**config.mk**
```make
export PLATFORM = sky130hd
export DESIGN_NAME = wdt_top
export DESIGN_NICKNAME = d
export VERILOG_FILES = /design/src/rtl/wdt_pkg.sv /design/src/rtl/wdt_regif.sv /design/src/rtl/wdt_ptimer.sv /design/src/rtl/wdt_ctrl.sv /design/src/rtl/wdt_top.sv
export SDC_FILE = /design/constraint.sdc
export NUM_CORES = 1
export LEC_CHECK = 0
export ABC_AREA = 1
export BUFFER_PORTS_ARGS = -buffer_cell sky130_fd_sc_hd__buf_2
export CAP_MARGIN = 5
export CORE_MARGIN = 4
export CORE_UTILIZATION = 40
export DETAILED_ROUTE_END_ITERATION = 10
export HOLD_SLACK_MARGIN = 0.06
export MAX_ROUTING_LAYER = met4
export PLACE_DENSITY = 0.57
export SYNTH_ARGS = -nofsm -noshare
export SYNTH_HDL_FRONTEND = slang
export SYNTH_SLANG_ARGS = --single-unit
```
**constraint.sdc**
```tcl
create_clock -name clk -period 1.8 [get_ports clk]
set_input_delay 0.27 -clock clk [delete_from_list [all_inputs] [get_ports clk]]
set_output_delay 0.27 -clock clk [all_outputs]
set_load 0.005 [all_outputs]
```
**src/rtl/wdt_pkg.sv**
```systemverilog
package wdt_pkg;
  localparam int DATA_W = 32;
  localparam int ADDR_W = 3;

  localparam logic [ADDR_W-1:0] A_TIMER  = 3'd0;
  localparam logic [ADDR_W-1:0] A_CFG    = 3'd4;
  localparam logic [ADDR_W-1:0] A_CMD    = 3'd6;
  localparam logic [ADDR_W-1:0] A_UNLOCK = 3'd7;

  localparam logic [DATA_W-1:0] UNLOCK_KEY = 32'h0000_C45A;

  localparam int T_EN_BIT  = 31;
  localparam int T_PER_BIT = 30;

  localparam int C_ID_LSB  = 0;
  localparam int C_PER_LSB = 4;
  localparam int C_INT_BIT = 12;
  localparam int C_RST_BIT = 15;

  localparam int CMD_GO_BIT   = 0;
  localparam int CMD_HALT_BIT = 1;

  typedef struct packed {
    logic       rst_en;
    logic       int_en;
    logic [7:0] period;
    logic [3:0] src_id;
  } wdt_cfg_t;
endpackage

```
**src/rtl/wdt_regif.sv**
```systemverilog
module wdt_regif
  import wdt_pkg::*;
(
  input  logic              clk,
  input  logic              rst,
  input  logic              wr_en,
  input  logic [ADDR_W-1:0] addr,
  input  logic [DATA_W-1:0] wdata,
  input  logic [DATA_W-1:0] tmr_word,
  output wdt_cfg_t          cfg,
  output logic              tmr_wr,
  output logic              cmd_wr,
  output logic              unlock_wr,
  output logic [DATA_W-1:0] rdata
);
  logic              cfg_wr;
  logic [DATA_W-1:0] cfg_word;
  logic [DATA_W-1:0] rd_mux;

  always_comb begin
    tmr_wr    = wr_en && (addr == A_TIMER);
    cfg_wr    = wr_en && (addr == A_CFG);
    cmd_wr    = wr_en && (addr == A_CMD);
    unlock_wr = wr_en && (addr == A_UNLOCK);
  end

  always_ff @(posedge clk) begin
    if (rst) begin
      cfg <= '0;
    end else if (cfg_wr) begin
      cfg.src_id <= wdata[C_ID_LSB +: 4];
      cfg.period <= wdata[C_PER_LSB +: 8];
      cfg.int_en <= wdata[C_INT_BIT];
      cfg.rst_en <= wdata[C_RST_BIT];
    end
  end

  always_comb begin
    cfg_word = '0;
    cfg_word[C_ID_LSB +: 4]  = cfg.src_id;
    cfg_word[C_PER_LSB +: 8] = cfg.period;
    cfg_word[C_INT_BIT]      = cfg.int_en;
    cfg_word[C_RST_BIT]      = cfg.rst_en;
  end

  always_comb begin
    case (addr)
      A_TIMER: rd_mux = tmr_word;
      A_CFG:   rd_mux = cfg_word;
      default: rd_mux = '0;
    endcase
  end

  always_ff @(posedge clk) begin
    if (rst) rdata <= '0;
    else     rdata <= rd_mux;
  end
endmodule

```
**src/rtl/wdt_ptimer.sv**
```systemverilog
module wdt_ptimer
  import wdt_pkg::*;
#(
  parameter int RLD_W = 30
) (
  input  logic              clk,
  input  logic              rst,
  input  logic              tick,
  input  logic              wr,
  input  logic [DATA_W-1:0] wdata,
  output logic [DATA_W-1:0] rd_word,
  output logic              expire
);
  logic             en;
  logic             periodic;
  logic [RLD_W-1:0] reload;
  logic [RLD_W-1:0] cnt;
  logic             at_end;

  assign at_end = (cnt <= RLD_W'(1));

  always_ff @(posedge clk) begin
    if (rst) begin
      en       <= 1'b0;
      periodic <= 1'b0;
      reload   <= '0;
      cnt      <= '0;
      expire   <= 1'b0;
    end else if (wr) begin
      en       <= wdata[T_EN_BIT];
      periodic <= wdata[T_PER_BIT];
      reload   <= wdata[RLD_W-1:0];
      cnt      <= wdata[RLD_W-1:0];
      expire   <= 1'b0;
    end else if (tick && en && (reload != '0)) begin
      if (at_end) begin
        expire <= 1'b1;
        if (periodic) begin
          cnt <= reload;
        end else begin
          cnt <= '0;
          en  <= 1'b0;
        end
      end else begin
        cnt    <= cnt - RLD_W'(1);
        expire <= 1'b0;
      end
    end else begin
      expire <= 1'b0;
    end
  end

  assign rd_word = DATA_W'(reload) | ({en, periodic} << T_PER_BIT);
endmodule

```
**src/rtl/wdt_ctrl.sv**
```systemverilog
module wdt_ctrl
  import wdt_pkg::*;
#(
  parameter int TIMER_ID  = 5,
  parameter int EXP_LIMIT = 4,
  localparam int CNT_W    = $clog2(EXP_LIMIT + 1)
) (
  input  logic              clk,
  input  logic              rst,
  input  wdt_cfg_t          cfg,
  input  logic              cmd_wr,
  input  logic              unlock_wr,
  input  logic [DATA_W-1:0] wdata,
  input  logic              expire,
  output logic              irq,
  output logic              sys_rst,
  output logic [CNT_W-1:0]  exp_cnt,
  output logic              running,
  output logic              unlocked
);
  localparam logic [CNT_W-1:0] LIM = CNT_W'(EXP_LIMIT);

  logic [7:0]       wcnt;
  logic [CNT_W-1:0] nxt_cnt;
  logic             do_go;
  logic             do_halt;
  logic             count_en;

  always_comb begin
    do_halt  = cmd_wr && wdata[CMD_HALT_BIT] && unlocked;
    do_go    = cmd_wr && wdata[CMD_GO_BIT] && !do_halt;
    count_en = running && expire && (cfg.period != 8'd0) &&
               (cfg.src_id == 4'(TIMER_ID));
    nxt_cnt  = exp_cnt + CNT_W'(1);
  end

  always_ff @(posedge clk) begin
    if (rst) begin
      unlocked <= 1'b0;
    end else if (unlock_wr) begin
      unlocked <= (wdata == UNLOCK_KEY);
    end else if (cmd_wr) begin
      unlocked <= 1'b0;
    end
  end

  always_ff @(posedge clk) begin
    if (rst) begin
      running <= 1'b0;
      wcnt    <= '0;
      exp_cnt <= '0;
      irq     <= 1'b0;
      sys_rst <= 1'b0;
    end else if (do_halt) begin
      running <= 1'b0;
      wcnt    <= '0;
      exp_cnt <= '0;
      irq     <= 1'b0;
    end else if (do_go) begin
      running <= 1'b1;
      wcnt    <= cfg.period;
      exp_cnt <= '0;
      irq     <= 1'b0;
    end else if (count_en) begin
      if (wcnt <= 8'd1) begin
        wcnt <= cfg.period;
        if (exp_cnt < LIM) begin
          exp_cnt <= nxt_cnt;
          if (nxt_cnt < LIM && cfg.int_en) irq <= 1'b1;
          if (nxt_cnt == LIM && cfg.rst_en) sys_rst <= 1'b1;
        end
      end else begin
        wcnt <= wcnt - 8'd1;
      end
    end
  end
endmodule

```
**src/rtl/wdt_top.sv**
```systemverilog
module wdt_top
  import wdt_pkg::*;
#(
  parameter int RLD_W     = 30,
  parameter int TIMER_ID  = 5,
  parameter int EXP_LIMIT = 4,
  localparam int CNT_W    = $clog2(EXP_LIMIT + 1)
) (
  input  logic              clk,
  input  logic              rst,
  input  logic              tick_1us,
  input  logic              wr_en,
  input  logic [2:0]        addr,
  input  logic [31:0]       wdata,
  output logic [31:0]       rdata,
  output logic              irq,
  output logic              sys_rst_req
);
  wdt_cfg_t          cfg;
  logic              tmr_wr;
  logic              cmd_wr;
  logic              unlock_wr;
  logic [DATA_W-1:0] tmr_word;
  logic              expire;
  logic [CNT_W-1:0]  exp_cnt;
  logic              running;
  logic              unlocked;

  wdt_regif u_regif (
    .clk(clk), .rst(rst), .wr_en(wr_en), .addr(addr), .wdata(wdata),
    .tmr_word(tmr_word), .cfg(cfg), .tmr_wr(tmr_wr), .cmd_wr(cmd_wr),
    .unlock_wr(unlock_wr), .rdata(rdata)
  );

  wdt_ptimer #(.RLD_W(RLD_W)) u_timer (
    .clk(clk), .rst(rst), .tick(tick_1us), .wr(tmr_wr), .wdata(wdata),
    .rd_word(tmr_word), .expire(expire)
  );

  wdt_ctrl #(.TIMER_ID(TIMER_ID), .EXP_LIMIT(EXP_LIMIT)) u_ctrl (
    .clk(clk), .rst(rst), .cfg(cfg), .cmd_wr(cmd_wr), .unlock_wr(unlock_wr),
    .wdata(wdata), .expire(expire), .irq(irq), .sys_rst(sys_rst_req),
    .exp_cnt(exp_cnt), .running(running), .unlocked(unlocked)
  );
endmodule

```
# --- Yosys cells after proc, flatten, opt, wreduce, memory -nomap -nowiden ---
# Index checks and enable logic that the tools add are counted.
word_totals:
  romBits: 0
  ff_bits: 124
  ramBits: 0
  elab_cells: 79
  n_memories: 0
  latchBits: 0
op_classes:
  n_bitwise: 4
  n_shift: 0
  magnitude_cmp: 4
  addsub: 3
  n_eq_ne: 7
  muxes: 15
  multipliers: 0
  n_reduce_logical: 30
  div_mod_pow: 0
ops:
  columns: ["op", "n"]
  rows:
  - ["$mux W30", 4]
  - ["$pmux W32 S2", 1]
  - ["$eq A32 B16 Y1 const B", 1]
  - ["$or A30 B32 Y32", 1]
  - ["$le A30 B1 Y1 const B", 1]
  - ["$reduce_bool A30 Y1", 1]
  - ["$sub A30 B1 Y30 const B", 1]
  - ["$mux W8", 3]
  - ["$logic_and A1 B1 Y1", 15]
  - ["$eq A3 B3 Y1 const B", 4]
  - ["$le A8 B1 Y1 const B", 1]
  - ["$reduce_bool A2 Y1", 4]
  - ["$reduce_bool A8 Y1", 1]
  - ["$sub A8 B1 Y8 const B", 1]
  - ["$mux W1", 7]
  - ["$lt A3 B3 Y1 const B", 2]
  - ["$reduce_and A3 Y1", 2]
  - ["$reduce_and A6 Y1", 1]
  - ["$reduce_or A3 Y1", 2]
  - ["$eq A4 B3 Y1 const B", 1]
  - ["$reduce_and A4 Y1", 1]
  - ["$add A3 B1 Y3 const B", 1]
  - ["$logic_not A3 Y1", 1]
  - ["$not A1 Y1", 3]
  - ["3 further kinds", 3]

# --- Depth between registers and ports, before layout ---
# Gate-level depths: netlist of the first run.
depth:
  depth_word: 8
  depth_mapped: 13
  mapped_depth_nobuf: 12

# --- Modules after synthesis ---
# A second synthesis of the first run with hierarchy kept.
hier_totals:
  cells_unflattened: 1007
  area_unflattened_um2: 6630.1
modules_own_cells:
  columns: ["mod", "area_each_um2", "n_inst", "cells_each"]
  rows:
  - ["wdt_ptimer", 3821.2, 1, 617]
  - ["wdt_regif", 1721.7, 1, 221]
  - ["wdt_ctrl", 1087.3, 1, 169]

# --- Least setup slack after synthesis of the first run ---
# Ideal clock, no wire load.
synth_timing:
  path_kind: "reg2reg"
  startpoint: "register u_timer.cnt[0]"
  endpoint: "register u_timer.cnt[0]"
  synth_period_minus_slack_ps: 1581
  path_stages_with_launch: 13
  path_slack_ps: 219
  arrival_ps: 1452
  path_buffers: 1
  setup_time_ps: 129
  path_cell_list: "dfxtp_1 inv_1 ha_1 nand2_2 nor2_4 nand2_4 nor2_1 nor2_1 buf_2 nand2_1 nand2_1 a21oi_1 nor2_1"
synth_between:
  elab_chain_len: 4
  elab_cells_between_ends: 5
  cone_classes: "1 x add/sub; 1 x order compare; 3 x mux"
synth_lines:
  columns: ["element", "line_no", "text"]
  rows:
  - ["from (decl)", "wdt_ptimer.sv:17", "logic [RLD_W-1:0] cnt;"]
  - ["from (signal assigned)", "wdt_ptimer.sv:33", "cnt <= wdata[RLD_W-1:0];"]
  - ["from (signal assigned)", "wdt_ptimer.sv:39", "cnt <= reload;"]
  - ["from (signal assigned)", "wdt_ptimer.sv:45", "cnt <= cnt - RLD_W'(1);"]
  - ["$sub A30 B1 Y30 or $le A30 B1 Y1 (tied branches)", "wdt_ptimer.sv:45, wdt_ptimer.sv:20", null]
  - ["$mux W30 (*)", "wdt_ptimer.sv:36", "if (at_end) begin"]
  - ["$mux W30 (*)", "wdt_ptimer.sv:35", "end else if (tick && en && (reload != '0)) begin"]
  - ["$mux W30 (*)", "wdt_ptimer.sv:29", "end else if (wr) begin"]
# Every way passes the cells marked *; elsewhere a longest branch is shown, timed or not. The select of a mux whose other input is x is not followed.
# A chain may end at the register's enable or synchronous reset.

# --- Worst setup path in the final report of the first run ---
layout_timing:
  startpoint: "register u_timer.cnt[16]"
  endpoint: "register u_timer.cnt[23]"
# The elaborated chain is that of the path after synthesis.

==> summary.md, run 1 <==
| Metric | Value |
|---|---|
| Status | finished, final reports clean |
| Met3 Wirelength | 1110 um |
| Area leader, netlist | dfxtp_1 |
| CP Capture Type | flop |
| Highest Signal Layer | met4 |
| Crit share post-route | 0.937 |
| # diodes | 0 |
| Die Height | 136 um |
| Fin. max-slew vios | 0 |
| Residual DRC | 0 |
| Final net count | 1161 |
| Power Internal | 0.00587 W |
| # setup viols final | 0 |
| Chip width | 136 um |
| TritonCTS clock tree | done |
| Vias per Instance | 4.98 |
| Post-DP HPWL | 15300 um |
| Antenna violations before repair | 0 |
| Netlist Area Pre-Place | 6570 um2 |
| Sw Pwr | 0.00287 W |
| Cells after Synth | 1007 |
| Normalized max-slew margin | 0.592 |
| Final min period | 1690 ps |
| YS warnings | 0 |
| Avg Inst Size Synth | 6.52 um2 |
| H-Tree Depth | 4 |
| Pwr per Cell Area | 1060 nW/um2 |
| Routed met2 length | 8360 um |
| Netlist cell types | 37 |
| Syn_nets | 1052 |
| CP max FO | 9 |
| Clk slew on worst S/H paths | 60 ps |
| Sequential Power Share | 0.329 |
| Layout area overhead | 25.6% |
| #FFs+latches synth | 124 |
| Final hold vios | 0 |
| Gate power share | 0.260 |
| Antenna Nets Post-Route | 0 |
| First drt pass iteration count | 5 |
| CTS Buf Count | 17 |
| Ranking of synthesized cells by area | dfxtp_1 38%, nand2_1 16%, nand3_1 7.0% |
| Min-delay worst type | in2reg |
| Sw Share | 0.328 |
| LEAKAGE | 3.96 nW |
| Total Routed Length | 20300 um |
| Crit path kind | reg2reg |
| Maximum vdd ir drop | 0.000645 V |
| Share of Yosys cell area claimed by the top area cell type | 0.378 |
| CTS Sinks | 124 |
| Worst Max-Slew Pin Slew | 611 ps |
| First-pass GRT wire length | 32700 um |
| CTS root buf | clkbuf_16 |
| CORE AREA | 16000 um2 |
| Share of layout cells above drive strength 1 | 0.202 |
| CP required | 2150 ps |
| DR vias | 6699 |
| Fin util | 0.516 |
| GR Util All Layers | 0.231 |
| Cell row count | 46 |
| Largest net degree at the start of global routing | 51 |
| DRT iter0 DRCs | 639 |
| IO buf count | 72 |
| Vias in the first global route | 6159 |
| Largest buffer count on any clock path | 2 |
| Critical path data arrival time | 2040 ps |
| Die Footprint | 18500 um2 |
| GRT overflow | 0 |
| Initial core utilization | 0.410 |
| Met1 WL | 10500 um |
| Max-Cap Viols | 0 |
| I/O pin count | 73 |
| Worst Clk Skew | 8.41 ps |
| Setup TNS Final | 0 ps |
| Clock power share | 0.411 |
| Register area share after synthesis | 0.378 |
| Clk Latency, worst-skew pair | 420 ps |
| Fmax | 593 MHz |
| Gpl congestion | 0.948 |
| Worst setup SP type | flop |
| Avg WL per Cell | 15.1 um |
==> registers in the layout, indices dropped and copies added, names as in the netlist <==
signal,flops
u_ctrl.exp_cnt,3
u_ctrl.irq,1
u_ctrl.running,1
u_ctrl.sys_rst,1
u_ctrl.unlocked,1
u_ctrl.wcnt,8
u_regif.cfg,14
u_regif.rdata,32
u_timer.cnt,30
u_timer.en,1
u_timer.expire,1
u_timer.periodic,1
u_timer.reload,30
==> cell usage in the layout (no fill, tap or decap), types with 2 or more instances in the layout <==
cell type / netlist / routed
inv_1: 111 / 109
a21oi_1: 73 / 71
a21oi_2: 2 / 4
nor3_1: 26 / 26
nor2_1: 110 / 97
o22ai_1: 20 / 20
o211ai_1: 3 / 3
nand3b_1: 3 / 3
buf_4: 4 / 54
clkinvlp_4: 0 / 4
dfxtp_1: 124 / 121
nor2_4: 4 / 9
nor4_1: 6 / 6
nand4_1: 14 / 14
nand3_1: 92 / 91
inv_6: 0 / 3
xor2_1: 10 / 10
nand2_1: 283 / 278
buf_2: 18 / 72
bufinv_16: 0 / 3
o21ai_0: 31 / 31
xnor2_1: 10 / 10
nand2_2: 9 / 12
nand2_4: 3 / 4
clkinv_4: 0 / 3
inv_2: 5 / 7
buf_12: 1 / 6
clkbuf_16: 0 / 17
nor2_2: 10 / 18
ha_1: 6 / 5
dfxtp_2: 0 / 3
a31oi_1: 2 / 2
==> per-stage QoR <==
stage / total power, W / area, um2 / cells / worst slack [ps] / hold WS, ps
floorplan: 0.00444 / 6570 / 1007 / 219 / 405
global placement: 0.00506 / 7470 / 1308 / 68.8 / 436
detailed placement: 0.00506 / 7470 / 1308 / 45.6 / 447
CTS: 0.00865 / 8090 / 1340 / 36.8 / 109
global route: 0.00919 / 8250 / 1345 / -53.9 / 130
finish: 0.00874 / 8250 / 1345 / 114 / 124
==> Yosys cell counts, drive strengths merged <==
library cell  count
dfxtp           124
nand3b            3
nand3            92
or2               2
o21bai            2
xnor2            10
inv             116
a21oi            75
o22ai            20
clkbuf           18
nand2           295
buf              25
nor2            124
nor3             26
o211ai            3
xor2             10
a31oi             2
ha                6
nor4              6
o21ai            32
nand4            15
a211oi            1
==> routing by layer <==
metal	global-route usage	up-vias
met5	-	-
li1	-	3458
met2	0.311	181
met3	0.0437	26
met1	0.348	3034
met4	0.0683	0
==> power by group through the flow <==
stage	clock, W	combinational (W)	sequential, W
finish	0.00359	0.00227	0.00288
global route	0.00376	0.00255	0.00288
CTS	0.00363	0.00215	0.00287
detailed placement	0	0.00214	0.00293
global placement	0	0.00213	0.00293
floorplan	0	0.00152	0.00292
==> logic make-up (layout without fill, tap and decap cells) <==
family / Yosys count / in the layout / share of synthesized area
AND/OR/NAND/NOR: 563 / 563 / 0.371
buffers and inverters: 159 / 281 / 0.101
AO/OA/AOI/OAI: 135 / 135 / 0.112
flip-flops: 124 / 124 / 0.378
XOR/XNOR: 20 / 20 / 0.0267
adder cells (fa/ha/maj): 6 / 6 / 0.0114
==> area by class of cell <==
cell class / instances / area [um2]
fill: 1680 / 7750
multi-input combinational: 724 / 3550
sequential: 124 / 2490
timing repair buffer: 133 / 897
inverter: 116 / 435
clock buffer: 17 / 425
tap: 216 / 270
clock inverter: 15 / 189
==> critical path, cell delays in order, from the launching register on <==
cell and delay (ps):
dfxtp_1 310, nor2_1 120, buf_4 150, nand2_2 70
nor2_2 180, nand4_1 230, nand2_4 200, nand2_2 100
nand2_1 70, nand3_1 60, a21oi_1 120
==> final timing paths <==
path / slack, ps / end / depth (start not counted) / start
setup / recovery: 110 / u_timer.cnt[23] / 10 / u_timer.cnt[16]
hold / removal: 120 / u_regif.cfg[4] / 3 / wdata[4]
setup reg to reg: 110 / u_timer.cnt[23] / 10 / u_timer.cnt[16]
hold reg to reg: 470 / u_ctrl.unlocked / 2 / u_ctrl.unlocked
==> repair_timing <==
action / 4_1_cts / 5_1_grt
setup buffers: 0 / 5
gates resized for setup: 0 / 37
endpoints found under the setup margin: 0 / 30
hold buffers: 0 / 0
No activity file was read; power rests on OpenSTA's default activity.
==> run 2, diff against run 1 <==
--- a/config.mk
+++ b/config.mk
@@ -16,4 +16,5 @@
 export PLACE_DENSITY = 0.57
 export SYNTH_ARGS = -nofsm -noshare
 export SYNTH_HDL_FRONTEND = slang
+export SYNTH_HIERARCHICAL = 1
 export SYNTH_SLANG_ARGS = --single-unit
==> run 2 against run 1 <==
  * Utilization is 1.7 points higher
  * Sequential share of layout area down 1.1 points
  * Clock-buffer cell count rose by 1
  * Area after synthesis rose by 0.95%
  * Maximum frequency decreased by 4.6%
  * Total power shrank 2.5%
==> summary.md, run 2 <==
| Metric | Value |
|---|---|
| Crit share post-route | 0.982 (+0.0454) |
| Gpl congestion | 0.935 (-1.4%) |
| Setup TNS Final | 0 ps (unchanged) |
| Most frequent cell after synthesis | nand2_1 |
| Maximum vdd ir drop | 0.000721 V (+12%) |
| Total Routed Length | 20300 um (about the same) |
| Reg2Reg Launch Point | u_timer/cnt[0] |
| DR vias | 6814 (+1.7%) |
| Final hold vios | 0 (unchanged) |
| Commonest non-fill, non-tap cells in the layout | 208 x nand2_1, 138 x nor2_1, 121 x dfxtp_1, 118 x inv_1, 82 x nand3_1 |
| GR Util All Layers | 0.224 (-0.00724) |
| Antenna Nets Post-Route | 0 (unchanged) |
| Avg Inst Size Synth | 6.58 um2 (+0.95%) |
| Most common cell after layout, fill and taps aside | nand2_1 |
| Vias in the first global route | 6101 (-0.94%) |
| Layout area overhead | 29.0% |
| Vias per Instance | 4.98 (about the same) |
| Crit path from | u_timer/cnt[0] |
| Sw Share | 0.299 (-0.0288) |
| Most frequent cells after synthesis | 209 x nand2_1, 150 x nor2_1, 124 x dfxtp_1 |
| Power Internal | 0.00597 W (+1.6%) |
| Worst Clk Skew | 10.0 ps (+1.63 ps) |
| Largest buffer count on any clock path | 2 (unchanged) |
| Ranking of synthesized cells by area | dfxtp_1 37%, nand2_1 12%, nor2_1 8.5% |
| Reg2reg end | u_timer/cnt[21] |
| TritonCTS clock tree | done |
| Post-DP HPWL | 15000 um (-1.9%) |
| CTS Sinks | 124 (unchanged) |
| DRT iter0 DRCs | 517 (-19%) |
| Status | finished, final reports clean |
| Worst setup SP type | flop |
| Sw Pwr | 0.00255 W (-11%) |
| #FFs+latches synth | 124 (unchanged) |
| Register area share after synthesis | 0.374 (-0.00357) |
| Worst Max-Slew Pin Slew | 517 ps (-94.4 ps) |
| H-Tree Depth | 4 (unchanged) |
| Gate power share | 0.223 (-0.037) |
| Largest regs | u_regif/rdata x32, u_timer/cnt x30, u_timer/reload x30 |
| CP required | 2120 ps (-30 ps) |
| CORE AREA | 16100 um2 (+0.36%) |
| # diodes | 0 (unchanged) |
| Avg WL per Cell | 14.9 um (-1.6%) |
| Fin. max-slew vios | 0 (unchanged) |
| Clock power share | 0.440 (+0.029) |
| Netlist cell types | 36 (-2.7%) |
| YS warnings | 6 (+6) |
| Antenna violations before repair | 0 (unchanged) |
| Fmax | 566 MHz (-4.6%) |
| Largest net degree at the start of global routing | 57 (+12%) |
| Critical path data arrival time | 2090 ps (+50 ps) |
| Number of flops mapped to enable cells by yosys | 0 (unchanged) |
| Setup crit end | u_timer/cnt[21] |
| Netlist Area Pre-Place | 6630 um2 (+0.95%) |
| # setup viols final | 0 (unchanged) |
| Clk slew on worst S/H paths | 60 ps (about the same) |
| RSZ-0062 raised after global routing | true |
| CP Capture Type | flop |
| First drt pass iteration count | 5 (unchanged) |
| I/O pin count | 73 (unchanged) |
| Final min period | 1770 ps (+81.8 ps) |
| Syn_nets | 1052 (unchanged) |
| Sequential Power Share | 0.337 (+0.008) |
| Residual DRC | 0 (unchanged) |
| Asr flop ratio synth | 0 (unchanged) |
| Most used DFF post-synth | dfxtp_1 |
| Share of Yosys cell area claimed by the top area cell type | 0.374 (-0.00357) |
| Pwr per Cell Area | 995 nW/um2 (-6.0%) |
| Crit path kind | reg2reg |
| Fill cell count | 1621 (-3.5%) |
| First-pass GRT wire length | 31800 um (-2.7%) |
| Max-Cap Viols | 0 (unchanged) |
| Max FFs per register | 32 (unchanged) |
| Final net count | 1184 (+2.0%) |
| Area leader, netlist | dfxtp_1 |
| CTS root buf | clkbuf_16 |
| Cell row count | 46 (unchanged) |
| CP max FO | 5 (-4) |
| IO buf count | 72 (unchanged) |
| Share of layout cells above drive strength 1 | 0.237 (+0.0350) |
| Chip width | 137 um (+0.45%) |
| Initial core utilization | 0.413 (+0.00242) |
| LEAKAGE | 4.21 nW (+6.3%) |
| Clk Latency, worst-skew pair | 430 ps (about the same) |
| CTS Buf Count | 17 (unchanged) |
| Die Footprint | 18700 um2 (+0.90%) |
| Cells after Synth | 1007 (unchanged) |
| Normalized max-slew margin | 0.653 (+0.0613) |
| Die Height | 137 um (+0.45%) |
| Power, Total | 0.00852 W (-2.5%) |
| Worst reg2reg setup slack | 30 ps (-80 ps) |
| GRT overflow | 0 (unchanged) |
| Reg with most FFs | u_regif/rdata |
| Min-delay worst type | in2reg |
| Reg2Reg Depth | 11 (+1) |
-- run 2: changes by cell type after synthesis, sizes merged, moves of 5 or more --
cell / change
clkbuf: +5
inv: +10
nor4: -6
nand4: -8
o22ai: +10
nor3: -16
o21ai: +45
nand2: -76
nor2: +44
-- run 2: layer usage --
metal / GRT usage / share of wire / wire, um / vias up
li1: - / - / - / 3505
met3: 0.0419 / 0.064 / 1310 / 33
met4: 0.0784 / 0.024 / 484 / 0
met2: 0.310 / 0.42 / 8530 / 234
met5: - / 0 / 0 / -
met1: 0.324 / 0.49 / 10000 / 3042
-- run 2: worst min path at each step --
| stage | from | slack, ps | cells after the start | endpoint |
|---|---|---|---|---|
| final | wdata[31] | 120 | 3 | u_timer/en |
| after global routing | wdata[31] | 120 | 3 | u_timer/en |
| after CTS | rst | 100 | 2 | u_regif/rdata[1] |
| after detailed placement | u_timer/periodic | 450 | 2 | u_regif/rdata[30] |
| after global placement | u_timer/periodic | 450 | 2 | u_regif/rdata[30] |
| after floorplan | rst | 330 | 1 | u_ctrl/sys_rst |
-- run 2: cell families (layout without fill, tap and decap cells) --
family                     count (synthesis)  after routing  share of synthesized area
adders and majority gates                  6              6                     0.0113
xor gates and xnor gates                  15             15                     0.0198
AOI/OAI and AO/OA                        181            181                      0.145
and+or+nand+nor                          508            509                      0.339
DFF                                      124            124                      0.374
buffers and inverters                    173            317                      0.110
-- run 2: timing repair --
action                     4_1_cts  5_1_grt
setup endpoints to repair       18       32
gates resized for setup         11       60
hold endpoints to repair         0        0
buffers inserted                 2        7
cloned                           1        3
pin swaps                        5       17
hold buffers                     0        0
-- run 2: final cells by class --
cell class / count / area [um2] / share of cell area
tap: 216 / 270 / 0.0316
clock inverter: 14 / 205 / 0.0240
clock buffer: 18 / 439 / 0.0513
inverter: 126 / 483 / 0.0564
sequential: 124 / 2490 / 0.291
timing repair buffer: 159 / 1110 / 0.130
multi-input combinational: 711 / 3560 / 0.416
-- run 2: critical path: stages (launching register included) --
cell	delay, ps
dfxtp_4	370
inv_4	60
ha_4	130
o21ai_1	70
nor2_2	150
nand3_2	120
o21ai_4	230
buf_6	140
clkbuf_16	120
o21ai_0	110
nand2_1	100
a21oi_1	60
-- run 2: metrics by stage --
step	utilization	hold slack [ps]	area, um2	std cells	setup slack, ps
after CTS	0.517	96.3	8310	1358	-23.0
after detailed placement	0.474	451	7610	1323	-109
after global routing	0.533	124	8560	1368	-80.3
after floorplan	-	332	6630	1007	18.7
final	0.533	124	8560	1368	32.0
after global placement	0.474	448	7610	1323	-88.4
-- run 2: power by group through the flow --
stage | clock, W | sequential, W | combinational, W
after global placement | 0 | 0.00292 | 0.00163
final | 0.00375 | 0.00287 | 0.00190
after detailed placement | 0 | 0.00292 | 0.00162
after CTS | 0.00380 | 0.00286 | 0.00168
after floorplan | 0 | 0.00292 | 0.00112
after global routing | 0.00393 | 0.00287 | 0.00212
==> run 3, diff against run 2 <==
--- a/config.mk
+++ b/config.mk
@@ -5,7 +5,7 @@
 export SDC_FILE = /design/constraint.sdc
 export NUM_CORES = 1
 export LEC_CHECK = 0
-export ABC_AREA = 1
+export ABC_AREA = 0
 export BUFFER_PORTS_ARGS = -buffer_cell sky130_fd_sc_hd__buf_2
 export CAP_MARGIN = 5
 export CORE_MARGIN = 4
==> run 3 against run 2 <==
  * The flow now finishes with violations (negative setup slack)
  * Non-clock buffer count grew 79
  * Final area rose by 5.1%
  * Synthesized cell count is 32% lower
  * Largest cell class unchanged
  * Area after synthesis shrank 8.6%
  * Die area is 8.1% lower
  * Highest routed layer unchanged
  * Global-route usage up 3.7 points
  * Clock-buffer cell count increased by 6
  * Via count decreased by 7.6%
==> summary.md, run 3 <==
| Metric | Value |
|---|---|
| Share of layout cells above drive strength 1 | 0.412 (+0.175) |
| CORE AREA | 14700 um2 (-8.5%) |
| Netlist Area Pre-Place | 6060 um2 (-8.6%) |
| Cell Area, Placed | 7600 um2 (-0.15%) |
| Antenna violations before repair | 0 (unchanged) |
| Post-DP HPWL | 14600 um (-2.8%) |
| Worst Max-Slew Pin Slew | 475 ps (-42.1 ps) |
| Worst setup SP type | flop |
| Worst Clk Skew | 6.23 ps (-3.81 ps) |
| Final Instance Area | 8990 um2 (+5.1%) |
| CTS Sinks | 124 (unchanged) |
| Ranking of synthesized cells by area | dfxtp_1 41%, mux2i_1 5.0%, nand2_1 4.8% |
| # diodes | 0 (unchanged) |
| Vias per Instance | 5.74 (+15%) |
| DR vias | 6294 (-7.6%) |
| Fmax | 474 MHz (-16%) |
| Post-cts hold buffer count | 0 (unchanged) |
| CTS Buf Count | 17 (unchanged) |
| Crit path kind | reg2reg |
| Die Footprint | 17200 um2 (-8.1%) |
| Largest buffer count on any clock path | 2 (unchanged) |
| Most used DFF post-synth | dfxtp_1 |
| Reg with most FFs | u_regif/rdata |
| Largest regs | u_regif/rdata x32, u_timer/cnt x30, u_timer/reload x30 |
| Vias in the first global route | 6353 (+4.1%) |
| Post-route setup slack | -309 ps (-341 ps) |
| Largest net degree at the start of global routing | 54 (-5.3%) |
| # setup viols final | 32 (+32) |
| Cells after Synth | 689 (-32%) |
| Clk slew on worst S/H paths | 60 ps (about the same) |
| Max-Cap Viols | 0 (unchanged) |
| CP required | 2130 ps (about the same) |
| Final hold vios | 0 (unchanged) |
| IO buf count | 72 (unchanged) |
| Asr flop ratio synth | 0 (unchanged) |
| GR Util All Layers | 0.261 (+0.0370) |
| Share of Yosys cell area claimed by the top area cell type | 0.410 (+0.0353) |
| Gpl congestion | 0.918 (-1.8%) |
| YS warnings | 6 (unchanged) |
| Seq. cell area | 2500 um2 (+0.55%) |
| Hold_ws | 122 ps (-2.32 ps) |
| Fill cell count | 1255 (-23%) |
| Register area share after synthesis | 0.410 (+0.0353) |
| Final min period | 2110 ps (+341 ps) |
| Maximum vdd ir drop | 0.000606 V (-16%) |
| Fin. max-slew vios | 0 (unchanged) |
| H-Tree Depth | 4 (unchanged) |
| Status | complete, but fails checks |
| Final net count | 946 (-20%) |
| Syn_nets | 734 (-30%) |
| Pwr per Cell Area | 964 nW/um2 (-3.2%) |
| GR Layer Usage met3 | 0.0486 (+0.00671) |
| Critical path data arrival time | 2430 ps (+340 ps) |
| CP max FO | 5 (unchanged) |
| LEAKAGE | 3.70 nW (-12%) |
| M2 GR Usage | 0.421 (+0.111) |
| Met1 usage | 0.328 (+0.00393) |
| GRT overflow | 0 (unchanged) |
| Cell row count | 44 (-4.3%) |
| First-pass GRT wire length | 33800 um (+6.2%) |
| I/O pin count | 73 (unchanged) |
| Most frequent cells after synthesis | 124 x dfxtp_1, 78 x nand2_1, 65 x nor2_1 |
| Power, Total | 0.00867 W (+1.8%) |
| Violated checks | negative setup slack |
| Chip width | 131 um (-4.2%) |
| Normalized max-slew margin | 0.681 (+0.0278) |
| TritonCTS clock tree | done |
| Number of flops mapped to enable cells by yosys | 0 (unchanged) |
| Most frequent cell after synthesis | dfxtp_1 |
| Antenna Nets Post-Route | 0 (unchanged) |
| Most common cell after layout, fill and taps aside | buf_4 |
| Avg WL per Cell | 19.6 um (+32%) |
| Busiest grt layer | met2 |
| Layout area overhead | 48.4% |
| RSZ-0062 raised after global routing | true |
| #FFs+latches synth | 124 (unchanged) |
| Initial core utilization | 0.412 (-0.000732) |
| Residual DRC | 0 (unchanged) |
| Max FFs per register | 32 (unchanged) |
| Area leader, netlist | dfxtp_1 |
| Total Routed Length | 21500 um (+5.6%) |
| Area of the multi-input gates | 3760 um2 (+5.8%) |
| Die Height | 131 um (-4.2%) |
| CP Capture Type | flop |
| Avg Inst Size Synth | 8.79 um2 (+34%) |
| Clk Latency, worst-skew pair | 420 ps (about the same) |
| Min-delay worst type | in2reg |
| Commonest non-fill, non-tap cells in the layout | 144 x buf_4, 110 x dfxtp_1, 75 x nand2_1, 72 x buf_2, 56 x nor2_1 |
| DRT iter0 DRCs | 508 (-1.7%) |
| CTS root buf | clkbuf_16 |
| Netlist cell types | 73 (+100%) |
| First drt pass iteration count | 6 (+1) |
| Crit share post-route | 1.17 (+0.190) |
==> run 3: kinds of logic after synthesis <==
kind of cell    Yosys count  synth area share
compound gates          156             0.188
simple gates            295             0.265
buf+inv                  57            0.0454
mux                      30            0.0496
fa+ha+maj                 6            0.0124
flops                   124             0.410
xor+xnor                 21            0.0304
==> run 3: worst paths after layout <==
path / slack, ps / start / to / cells after the start
worst min-delay path: 120 / wdata[30] / u_timer/periodic / 3
worst min register to register: 480 / u_ctrl/running / u_ctrl/running / 2
worst max register to register: -310 / u_timer/cnt[0] / u_timer/cnt[20] / 8
worst max-delay path: -310 / u_timer/cnt[0] / u_timer/cnt[20] / 8
==> run 3: timing repair <==
item	4_1_cts	5_1_grt
resized for setup	74	46
cloned	4	0
endpoints found under the setup margin	32	42
pin swaps	33	30
setup buffers	11	7
==> run 3: where the power goes <==
part / switching (W) / leakage [nW] / internal, W
Clock: 0.00122 / 0.308 / 0.00248
Combinational: 0.00103 / 2.38 / 0.00108
Sequential: 0.0000479 / 1.01 / 0.00281
==> run 3: stage by stage <==
step	instances	utilization	setup TNS, ps	worst slack [ps]
after floorplan	689	-	-6840	-303
after global routing	1096	0.612	-10060	-399
after global placement	1046	0.517	-9210	-353
after CTS	1090	0.594	-7800	-324
after detailed placement	1046	0.517	-9770	-371
final	1096	0.612	-8140	-309
==> run 3: layer usage <==
metal	wire length, um	share of wire
met1	9400	0.44
met2	10400	0.49
met3	1120	0.052
met4	502	0.023
met5	0	0
==> run 3: worst max-delay path, stage by stage (launching register included) <==
cell and delay [ps]:
dfxtp_2 350, inv_1 80, ha_2 230, nor3b_4 310
nand2_2 200, nor3_1 250, xnor2_1 110, a22o_1 230
a311oi_1 250
==> run 3: area by class of cell <==
cell class,instances,area share
Clock buffer,24,0.0558
Sequential cell,124,0.278
Tap cell,184,0.0256
Timing Repair Buffer,238,0.202
Clock inverter,6,0.0148
Inverter,12,0.00501
Multi-Input combinational cell,508,0.419
